### config.mk
export PLATFORM = sky130hd
export DESIGN_NAME = pgwalk
export DESIGN_NICKNAME = d
export VERILOG_FILES = /design/src/rtl/pgwalk_pkg.sv /design/src/rtl/pgwalk_addr.sv /design/src/rtl/pgwalk_eval.sv /design/src/rtl/pgwalk.sv
export SDC_FILE = /design/constraint.sdc
export NUM_CORES = 1
export LEC_CHECK = 0
export BUFFER_PORTS_ARGS = -buffer_cell sky130_fd_sc_hd__buf_2
export CORE_MARGIN = 5
export CORE_UTILIZATION = 40
export CTS_CLUSTER_DIAMETER = 100
export DETAILED_ROUTE_END_ITERATION = 10
export GPL_TIMING_DRIVEN = 0
export PLACE_DENSITY = 0.66
export SLEW_MARGIN = 20
export SYNTH_ARGS = -nofsm -noshare
export SYNTH_HDL_FRONTEND = slang
export SYNTH_HIERARCHICAL = 1
export SYNTH_SLANG_ARGS = --single-unit
### constraint.sdc
create_clock -name clk -period 5.1 [get_ports clk]
set_input_delay 0.255 -clock clk [delete_from_list [all_inputs] [get_ports clk]]
set_output_delay 0.255 -clock clk [all_outputs]
set_load 0.005 [all_outputs]
### src/rtl/pgwalk_pkg.sv
package pgwalk_pkg;
    localparam int PA_W  = 36;
    localparam int FLT_W = 10;

    localparam logic [1:0] ET_INVALID = 2'd0;
    localparam logic [1:0] ET_TABLE   = 2'd1;
    localparam logic [1:0] ET_LEAF    = 2'd2;
    localparam logic [1:0] ET_RSVD    = 2'd3;

    localparam int REF_BIT = 5;
    localparam int MOD_BIT = 6;

    localparam logic [2:0] FT_NONE    = 3'd0;
    localparam logic [2:0] FT_INVALID = 3'd1;
    localparam logic [2:0] FT_XLATE   = 3'd4;

    localparam logic [1:0] SZ_4K   = 2'd0;
    localparam logic [1:0] SZ_256K = 2'd1;
    localparam logic [1:0] SZ_16M  = 2'd2;

    typedef enum logic [2:0] {
        ST_IDLE,
        ST_READ,
        ST_CHECK,
        ST_WRITE,
        ST_DONE
    } pw_state_e;

    typedef enum logic [1:0] {
        ACT_DESCEND,
        ACT_LEAF,
        ACT_FAULT
    } pw_act_e;
endpackage

### src/rtl/pgwalk_addr.sv
module pgwalk_addr
    import pgwalk_pkg::*;
#(
    parameter int CTX_W = 8
) (
    input  logic [1:0]       tbl_lvl,
    input  logic [1:0]       leaf_lvl,
    input  logic [31:2]      ptr_field,
    input  logic [31:8]      page_field,
    input  logic [31:0]      vaddr,
    input  logic [31:0]      ctx_ptr,
    input  logic [CTX_W-1:0] ctx_num,
    output logic [PA_W-1:0]  tbl_addr,
    output logic [PA_W-1:0]  leaf_paddr
);
    localparam int CTX_PAD = PA_W - CTX_W - 2;

    logic [PA_W-1:0] tbl_base;
    logic [PA_W-1:0] page_base;
    logic [PA_W-1:0] index_off;
    logic [PA_W-1:0] page_off;

    assign tbl_base  = {ptr_field, 2'b00, 4'h0};
    assign page_base = {page_field, 12'h000};

    // descriptor slot within the table selected by the walk level
    always_comb begin
        index_off = '0;
        unique case (tbl_lvl)
            2'd1:    index_off = {{(PA_W-10){1'b0}}, vaddr[31:24], 2'b00};
            2'd2:    index_off = {{(PA_W-8){1'b0}},  vaddr[23:18], 2'b00};
            2'd3:    index_off = {{(PA_W-8){1'b0}},  vaddr[17:12], 2'b00};
            default: index_off = '0;
        endcase
    end

    always_comb begin
        if (tbl_lvl == 2'd0) begin
            tbl_addr = {ctx_ptr, 4'h0} + {{CTX_PAD{1'b0}}, ctx_num, 2'b00};
        end else begin
            tbl_addr = tbl_base + index_off;
        end
    end

    // untranslated offset grows as the leaf sits higher in the tree
    always_comb begin
        page_off = '0;
        unique case (leaf_lvl)
            2'd1:    page_off = {{(PA_W-24){1'b0}}, vaddr[23:0]};
            2'd2:    page_off = {{(PA_W-18){1'b0}}, vaddr[17:0]};
            default: page_off = {{(PA_W-12){1'b0}}, vaddr[11:0]};
        endcase
    end

    assign leaf_paddr = page_base + page_off;
endmodule

### src/rtl/pgwalk_eval.sv
module pgwalk_eval
    import pgwalk_pkg::*;
(
    input  logic [31:0] entry,
    input  logic [1:0]  lvl,
    input  logic        is_write,
    output pw_act_e     act,
    output logic [2:0]  ftype,
    output logic [1:0]  size,
    output logic        need_wb,
    output logic [31:0] wb_data
);
    always_comb begin
        act   = ACT_FAULT;
        ftype = FT_XLATE;
        unique case (entry[1:0])
            ET_INVALID: begin
                act   = ACT_FAULT;
                ftype = FT_INVALID;
            end
            ET_TABLE: begin
                if (lvl == 2'd3) begin
                    act   = ACT_FAULT;
                    ftype = FT_XLATE;
                end else begin
                    act   = ACT_DESCEND;
                    ftype = FT_NONE;
                end
            end
            ET_LEAF: begin
                if (lvl == 2'd0) begin
                    act   = ACT_FAULT;
                    ftype = FT_XLATE;
                end else begin
                    act   = ACT_LEAF;
                    ftype = FT_NONE;
                end
            end
            default: begin
                act   = ACT_FAULT;
                ftype = FT_XLATE;
            end
        endcase
    end

    always_comb begin
        unique case (lvl)
            2'd1:    size = SZ_16M;
            2'd2:    size = SZ_256K;
            default: size = SZ_4K;
        endcase
    end

    always_comb begin
        wb_data          = entry;
        wb_data[REF_BIT] = 1'b1;
        if (is_write) begin
            wb_data[MOD_BIT] = 1'b1;
        end
    end

    assign need_wb = !entry[REF_BIT] || (is_write && !entry[MOD_BIT]);
endmodule

### src/rtl/pgwalk.sv
module pgwalk
    import pgwalk_pkg::*;
#(
    parameter int CTX_W = 8
) (
    input  logic              clk,
    input  logic              rst_n,
    input  logic              req_valid,
    output logic              req_ready,
    input  logic [31:0]       req_vaddr,
    input  logic              req_write,
    input  logic              req_fetch,
    input  logic              req_bypass,
    input  logic [31:0]       cfg_ctx_ptr,
    input  logic [CTX_W-1:0]  cfg_ctx_num,
    input  logic              cfg_boot,
    input  logic [35:0]       cfg_prom_base,
    output logic              mem_valid,
    input  logic              mem_ready,
    output logic              mem_write,
    output logic [35:0]       mem_addr,
    output logic [31:0]       mem_wdata,
    input  logic [31:0]       mem_rdata,
    input  logic              mem_err,
    output logic              done,
    output logic [35:0]       rsp_paddr,
    output logic [1:0]        rsp_size,
    output logic [9:0]        rsp_fault
);
    localparam int ROM_W = 19;

    pw_state_e         state_q, state_d;
    logic [31:0]       vaddr_q;
    logic              wr_q;
    logic              byp_q;
    logic [1:0]        lvl_q;
    logic [31:0]       entry_q;
    logic [PA_W-1:0]   tbl_addr_q;
    logic [31:0]       wb_q;

    logic [1:0]        tbl_lvl;
    logic [PA_W-1:0]   tbl_addr_c;
    logic [PA_W-1:0]   leaf_paddr_c;
    pw_act_e           act_c;
    logic [2:0]        ftype_c;
    logic [1:0]        size_c;
    logic              need_wb_c;
    logic [31:0]       wb_data_c;
    logic              accept;

    assign accept  = (state_q == ST_IDLE) && req_valid;
    assign tbl_lvl = (state_q == ST_IDLE) ? 2'd0 : (lvl_q + 2'd1);

    pgwalk_addr #(.CTX_W(CTX_W)) u_addr (
        .tbl_lvl    (tbl_lvl),
        .leaf_lvl   (lvl_q),
        .ptr_field  (entry_q[31:2]),
        .page_field (entry_q[31:8]),
        .vaddr      (vaddr_q),
        .ctx_ptr    (cfg_ctx_ptr),
        .ctx_num    (cfg_ctx_num),
        .tbl_addr   (tbl_addr_c),
        .leaf_paddr (leaf_paddr_c)
    );

    pgwalk_eval u_eval (
        .entry    (entry_q),
        .lvl      (lvl_q),
        .is_write (wr_q),
        .act      (act_c),
        .ftype    (ftype_c),
        .size     (size_c),
        .need_wb  (need_wb_c),
        .wb_data  (wb_data_c)
    );

    // state register
    always_ff @(posedge clk or negedge rst_n) begin
        if (!rst_n) begin
            state_q <= ST_IDLE;
        end else begin
            state_q <= state_d;
        end
    end

    // transitions
    always_comb begin
        state_d = state_q;
        unique case (state_q)
            ST_IDLE: begin
                if (req_valid) begin
                    state_d = req_bypass ? ST_DONE : ST_READ;
                end
            end
            ST_READ: begin
                if (mem_ready) begin
                    state_d = mem_err ? ST_DONE : ST_CHECK;
                end
            end
            ST_CHECK: begin
                unique case (act_c)
                    ACT_DESCEND: state_d = ST_READ;
                    ACT_LEAF:    state_d = need_wb_c ? ST_WRITE : ST_DONE;
                    default:     state_d = ST_DONE;
                endcase
            end
            ST_WRITE: begin
                if (mem_ready) begin
                    state_d = ST_DONE;
                end
            end
            ST_DONE:  state_d = ST_IDLE;
            default:  state_d = ST_IDLE;
        endcase
    end

    // outputs
    always_comb begin
        req_ready = (state_q == ST_IDLE);
        mem_valid = (state_q == ST_READ) || (state_q == ST_WRITE);
        mem_write = (state_q == ST_WRITE);
        mem_addr  = tbl_addr_q;
        mem_wdata = wb_q;
        done      = (state_q == ST_DONE);
    end

    // walk datapath
    always_ff @(posedge clk or negedge rst_n) begin
        if (!rst_n) begin
            vaddr_q    <= '0;
            wr_q       <= 1'b0;
            byp_q      <= 1'b0;
            lvl_q      <= '0;
            entry_q    <= '0;
            tbl_addr_q <= '0;
            wb_q       <= '0;
            rsp_paddr  <= '0;
            rsp_size   <= SZ_4K;
            rsp_fault  <= '0;
        end else begin
            if (accept) begin
                vaddr_q   <= req_vaddr;
                wr_q      <= req_write;
                byp_q     <= req_bypass;
                lvl_q     <= 2'd0;
                rsp_size  <= SZ_4K;
                rsp_fault <= '0;
                if (req_bypass) begin
                    if (cfg_boot && req_fetch) begin
                        rsp_paddr <= cfg_prom_base |
                                     {{(PA_W-ROM_W){1'b0}}, req_vaddr[ROM_W-1:0]};
                    end else begin
                        rsp_paddr <= {{(PA_W-32){1'b0}}, req_vaddr};
                    end
                end else begin
                    rsp_paddr  <= '0;
                    tbl_addr_q <= tbl_addr_c;
                end
            end
            if ((state_q == ST_READ) && mem_ready) begin
                if (mem_err) begin
                    rsp_fault <= {lvl_q, 3'b000, FT_XLATE, 2'b00};
                end else begin
                    entry_q <= mem_rdata;
                end
            end
            if (state_q == ST_CHECK) begin
                unique case (act_c)
                    ACT_DESCEND: begin
                        lvl_q      <= lvl_q + 2'd1;
                        tbl_addr_q <= tbl_addr_c;
                    end
                    ACT_LEAF: begin
                        rsp_paddr <= leaf_paddr_c;
                        rsp_size  <= size_c;
                        rsp_fault <= '0;
                        wb_q      <= wb_data_c;
                    end
                    default: begin
                        rsp_fault <= {lvl_q, 3'b000, ftype_c, 2'b00};
                    end
                endcase
            end
        end
    end


    done_pulse_chk: assert property (@(posedge clk) disable iff (!rst_n)
        done |=> !done);


    idle_quiet_chk: assert property (@(posedge clk) disable iff (!rst_n)
        req_ready |-> !mem_valid);


    bypass_no_mem_chk: assert property (@(posedge clk) disable iff (!rst_n)
        (byp_q && !req_ready) |-> !mem_valid);


    mem_hold_chk: assert property (@(posedge clk) disable iff (!rst_n)
        (mem_valid && !mem_ready) |=> (mem_valid && $stable(mem_addr) &&
                                       $stable(mem_write) && $stable(mem_wdata)));


    wb_sets_ref_chk: assert property (@(posedge clk) disable iff (!rst_n)
        (mem_valid && mem_write) |-> mem_wdata[REF_BIT]);


    err_stops_chk: assert property (@(posedge clk) disable iff (!rst_n)
        (mem_valid && mem_ready && !mem_write && mem_err) |=> (done && !mem_valid));


    fault_shape_chk: assert property (@(posedge clk) disable iff (!rst_n)
        done |-> (rsp_fault[7:5] == 3'b000 && rsp_fault[1:0] == 2'b00));
endmodule

==> metrics, run 1 <==
outcome complete, no violations; Worst Path Buf+Inv 3; vias in the first global route a little over 10000; kind of critical path register to register; Final Skew approximately 0.014 ns; Core Area roughly 29000 µm²; first-pass GRT wire length 59200 µm; vias about 10000; final wirelength 38100 µm; final non-filler cell area roughly 14000 µm²; pwr/cell area approximately 500 nW/µm²; hold slack approximately 0.021 ns; WL/cell approximately 20 µm; Routed Antenna Nets 0; FFs w/ async S/R, synth 100%; Initial DRC Count 564; Final WS setup 0.397 ns; die height between 150 and 200 µm; largest net degree at the start of global routing 66; slowest stage delay, CP 0.84 ns; Worst Setup End Kind register; most common cell in the netlist dfrtp_1; Final nets approximately 1600; CP Launch Point state_q[0]; initial antenna violation count 3; Post-Layout Cell Count 1862; GRT busiest layer met2; I/O pin cnt roughly 270; Slew Limit Fails 0; synth top area cells dfrtp_1 (40%), mux2_1 (6.8%), nand2_1 (5.2%), xnor2_1 (3.4%), buf_4 (3.2%); global router's overall resource usage between 20% and 30%; startpoint types register; synth unique cells 78; DRT Pass-1 Iters 6; gpl congestion 0.855; Max-slew headroom a little under two fifths; Worst-Skew Late Latency about 0.44 ns; layout cell share with drive strength beyond 1 around 30%; Hold Fails Final Rpt 0; Seq/Total Area, Yosys between 40 and 50%; Vias/cell 5.47; n_diodes 0; maximum fanout along the worst path 10; Sink Count 186; Worst Tran Pin Value about 0.9 ns; H-tree lvl count 4; period utilisation layout 92.2%; Initial Util between 40% and 50%; DRC 0; CTS tree built; Row Count 62; most frequent cells after synthesis dfrtp_1 (186), nand2_1 (161), mux2_1 (70); hold path startpoint req_vaddr[3]; Fillers 2790; area delta synth->final 21.3%; Post-Syn Instances approximately 1200; Placed Area about 13000 µm²; setup tns final 0 ns; maximum VDD drop around 0.00024 V; die area 32500 µm²; cts bufs inserted 17; Placed Cells ~1800; GR Overflow Total 0; worst min-delay path class input pin to register; Worst path top cell family by delay compound AO/OA/AOI/OAI gates; Slowest-stage cell, CP a2111oi_0; synthesized area per cell 9.88 µm²; clk slew on worst S/H paths 0.08 ns; unrepaired setup endpoints after global routing no; prevailing post-synth register cell dfrtp_1; synth warn 6; Synth area leader dfrtp_1; clock buffer depth 2; GR Util met3 between 6 and 7%; Final HPWL DP roughly 30000 µm; Synth Cell Area 11600 µm²; leakage power around 6.8 nW; worst r2r src state_q[0]; crit-path cells buf_2 > nor3_4 > clkbuf_1 > o21ba_2 > clkbuf_1 > mux2_2 > a22o_1 > ha_1 > fa_1 > nand3_1 > a2111oi_0 > nand4_1 > xor2_1 > mux2i_1 > mux2_1; post-synth top area share about two fifths; pre-CTS setup slack about 0.41 ns; PostCTS Resize Cnt 0; M2 GR Usage 37.4%; clk root buf clkbuf_16; IO buf count 266; maxcap violations 0; Tmin final between 4 and 5 ns; Max Freq around 210 MHz; GR Util met1 a little under a third; Crit path top cell by count clkbuf_1; Die Span X roughly 180 µm; Final Setup Violations 0; worst path required time around 5.4 ns; EDFF count, synth 0; flops & latches, synth roughly 190; data arrival time of the critical path 5.02 ns
flip-flops by register name, summed over array words and instances (netlist names):
signal and count:
mem_addr 36, wr_q 1, lvl_q 2, vaddr_q 32, state_q 3, rsp_paddr 36
rsp_size 2, mem_wdata 32, rsp_fault 10, entry_q 32
layout make-up:
cell class / instances / area, µm² / area share (%)
Clock buffer: 18 / 439 / 3.12
Multi-Input combinational cell: 847 / 6150 / 43.6
Clock inverter: 14 / 133 / 0.942
Buffer: 124 / 746 / 5.29
Inverter: 19 / 71.3 / 0.506
Timing Repair Buffer: 270 / 1420 / 10.1
Sequential cell: 186 / 4650 / 33.0
Tap cell: 384 / 480 / 3.41
worst paths after layout:
check	to	slack [ns]	cells after the start
worst max-delay path	mem_addr[24]	0.40	15
worst min-delay path	vaddr_q[3]	0.02	3
worst max register to register	mem_addr[24]	0.40	15
worst min register to register	vaddr_q[31]	0.47	2
max in group asynchronous	rsp_fault[4]	3.72	4
min in group asynchronous	mem_wdata[17]	0.36	2
report_power, final:
part,total (mW),switching (mW),internal (mW)
Clock,1.30,0.643,0.661
Sequential,2.62,0.612,2.00
Combinational,3.19,1.70,1.49
Total,7.11,2.96,4.15
routing by layer:
layer / up-vias / wire length (µm)
li1: 4779 / -
met1: 4936 / 16400
met2: 411 / 17800
met3: 46 / 3050
met4: 6 / 782
met5: - / 33
cells by family (layout without fill, tap and decap cells):
family	after synthesis	count (layout)	share of synthesized area [%]
other	3	4	0.0970
AND/OR/NAND/NOR	397	397	18.2
buffers and inverters	143	445	7.04
multiplexers	131	131	12.8
flip-flops	186	186	40.1
AO/OA/AOI/OAI	215	215	13.1
adder cells (fa/ha/maj)	31	31	3.53
XOR/XNOR	69	69	5.20
repair_timing:
action	4_1_cts	5_1_grt
endpoints found under the hold margin	65	0
hold buffers	2	0
buffers inserted	0	0
cells in the final DEF, fill, tap and decap left out, drive strengths merged, types with 21 or more instances in the layout:
master  instances
nand3          27
o21ai          21
and3           23
nand2         161
xnor2          45
mux2i          25
nor3           47
o211ai         21
a21oi          45
and2           26
ha             28
clkbuf         67
inv            26
mux2          102
buf           343
nor2           28
xor2           24
dfrtp         186
metrics by stage:
| stage | util (%) | power [mW] |
|---|---|---|
| 2_1_floorplan | - | 4.55 |
| 3_3_place_gp | 46.8 | 5.74 |
| 3_5_place_dp | 47.0 | 5.82 |
| 4_1_cts | 49.1 | 7.16 |
| 5_1_grt | 49.1 | 7.60 |
| 6_report | 49.1 | 7.11 |
worst register-to-register path, cell delays in order, from the launching register on:
cell	delay [ns]
dfrtp_1	0.36
buf_2	0.18
nor3_4	0.40
clkbuf_1	0.40
o21ba_2	0.23
clkbuf_1	0.27
mux2_2	0.31
a22o_1	0.16
ha_1	0.22
fa_1	0.24
nand3_1	0.17
a2111oi_0	0.84
nand4_1	0.23
xor2_1	0.17
mux2i_1	0.09
mux2_1	0.31
(Power assumes the default switching activity.)
==> run 2, diff against run 1 <==
- CORE_UTILIZATION: 40 -> 42
- GPL_ROUTABILITY_DRIVEN: unset -> 0
- PLACE_DENSITY: 0.66 -> 0.69
- REMOVE_ABC_BUFFERS: unset -> 1
==> metrics, run 2 (synthesis gave the netlist of run 1 again) <==
maximum fanout along the worst path 18; maxcap violations 0; initial antenna violation count 1; Tmin final between 4 and 5 ns; Hold Fails Final Rpt 0; clk root buf clkbuf_16; Vias/cell 5.58; area delta synth->final 16.8%; register area 4650 µm²; Worst-Skew Late Latency around 0.43 ns; cts bufs inserted 17; WHS Path Cells 3; startpoint types register; maximum VDD drop between 0.0002 and 0.0003 V; GR Overflow Total 0; Row Count 60; Worst Tran Pin Value between 1 and 1.5 ns; global router's overall resource usage between 20% and 30%; worst path required time between 5 and 6 ns; vias slightly below 10000; Slew Limit Fails 0; Worst Setup End Kind register; Final HPWL DP around 25000 µm; worst min-delay path class input pin to register; Critical R2R Capture mem_addr[24]; n_diodes 0; Post-CTS Setup Inserts 0; first-pass GRT wire length about 53000 µm; Initial DRC Count a little under 700; Sink Count 186; DRT Pass-1 Iters 5; clock buffer depth 2; leakage power around 6.5 nW; H-tree lvl count 4; Core Area 27100 µm²; layout cell share with drive strength beyond 1 between 20% and 30%; Final Setup Violations 0; Routed Antenna Nets 0; Initial Util between 40% and 50%; most common cell after layout, fill and taps aside buf_2; worst r2r path cells 13; final core utilization 50.1%; Max Freq between 200 and 250 MHz; unrepaired setup endpoints after global routing no; die height 176 µm; worst r2r src state_q[0]; CTS tree built; DRC 0; Die Span X approximately 180 µm; hold path startpoint req_vaddr[5]; Final nets around 1500; IO buf count between 200 and 300; largest net degree at the start of global routing slightly below 90; final non-filler cell area roughly 14000 µm²; r2r setup slk roughly 0.62 ns; period utilisation layout between 80% and 90%; clk slew on worst S/H paths 0.08 ns; Final Skew 0.0105 ns; Max-slew headroom between 20% and 30%; Worst Hold End vaddr_q[5]; vias in the first global route between 9000 and 10000; Multi-input gate area roughly 6200 µm²; WL/cell between 15 and 20 µm; hold slack 0.0297 ns; most frequent cells in the layout buf_2 (267), dfrtp_1 (186), nand2_1 (160), mux2_1 (70), nor3_1 (46); pwr/cell area approximately 500 nW/µm²; die area roughly 31000 µm²; I/O pin cnt about 270; kind of critical path register to register; Placed Area roughly 13000 µm²; Fillers 2521; final wirelength roughly 34000 µm; outcome complete, no violations; data arrival time of the critical path ~4.8 ns
run 2: per-layer routing:
layer / GRT usage, % / part of all wire [%] / vias up
met2: 34.9 / 47 / 390
met3: 4.65 / 7.8 / 31
li1: - / - / 4532
met1: 29.2 / 44 / 4740
met4: 4.84 / 1.6 / 2
met5: 0 / 0.038 / -
run 2: critical path, cell delays in order (launching register included):
cell       delay, ns
dfrtp_1         0.73
nor3_4          0.13
buf_8           0.20
o21ba_2         0.50
nor2b_1         0.22
a22o_1          0.26
ha_1            0.24
fa_1            0.23
nand3_1         0.23
a2111oi_0       0.79
nand4_1         0.20
xor2_1          0.21
mux2i_1         0.10
mux2_1          0.31
run 2: worst max-delay path by stage:
stage,startpoint,endpoint,depth (start not counted)
after floorplan,state_q[0],mem_addr[24],12
after detailed placement,state_q[0],mem_addr[24],13
final,state_q[0],mem_addr[24],13
after CTS,state_q[0],mem_addr[24],13
after global routing,state_q[0],mem_addr[24],13
after global placement,state_q[0],mem_addr[24],12
run 2: repair_timing:
item | CTS | global route
endpoints found under the hold margin | 99 | 0
hold buffers | 1 | 0
resized for setup | 0 | 0
run 2: cell type report:
type / instances / share of cell area [%]
Multi-Input combinational cell: 847 / 45.6
Clock inverter: 13 / 1.16
Sequential cell: 186 / 34.3
Timing Repair Buffer: 280 / 11.7
Tap cell: 372 / 3.43
Inverter: 19 / 0.526
Clock buffer: 19 / 3.26
run 2: through the flow:
step           setup WS [ns]  std cells  TNS, ns  power (mW)
3_5_place_dp           0.703       1703        0        5.42
4_1_cts                0.641       1736        0        6.84
2_1_floorplan           1.18       1052        0        4.19
6_report               0.624       1736        0        6.78
3_3_place_gp          -0.204       1692   -0.712        5.25
5_1_grt                0.230       1736        0        7.25
run 2: power by group:
group / switching (mW) / total [mW] / internal, mW / leakage (nW)
Sequential: 0.605 / 2.61 / 2.00 / 2.38
Clock: 0.642 / 1.40 / 0.754 / 0.290
Combinational: 1.52 / 2.78 / 1.26 / 3.81
Total: 2.76 / 6.78 / 4.02 / 6.48
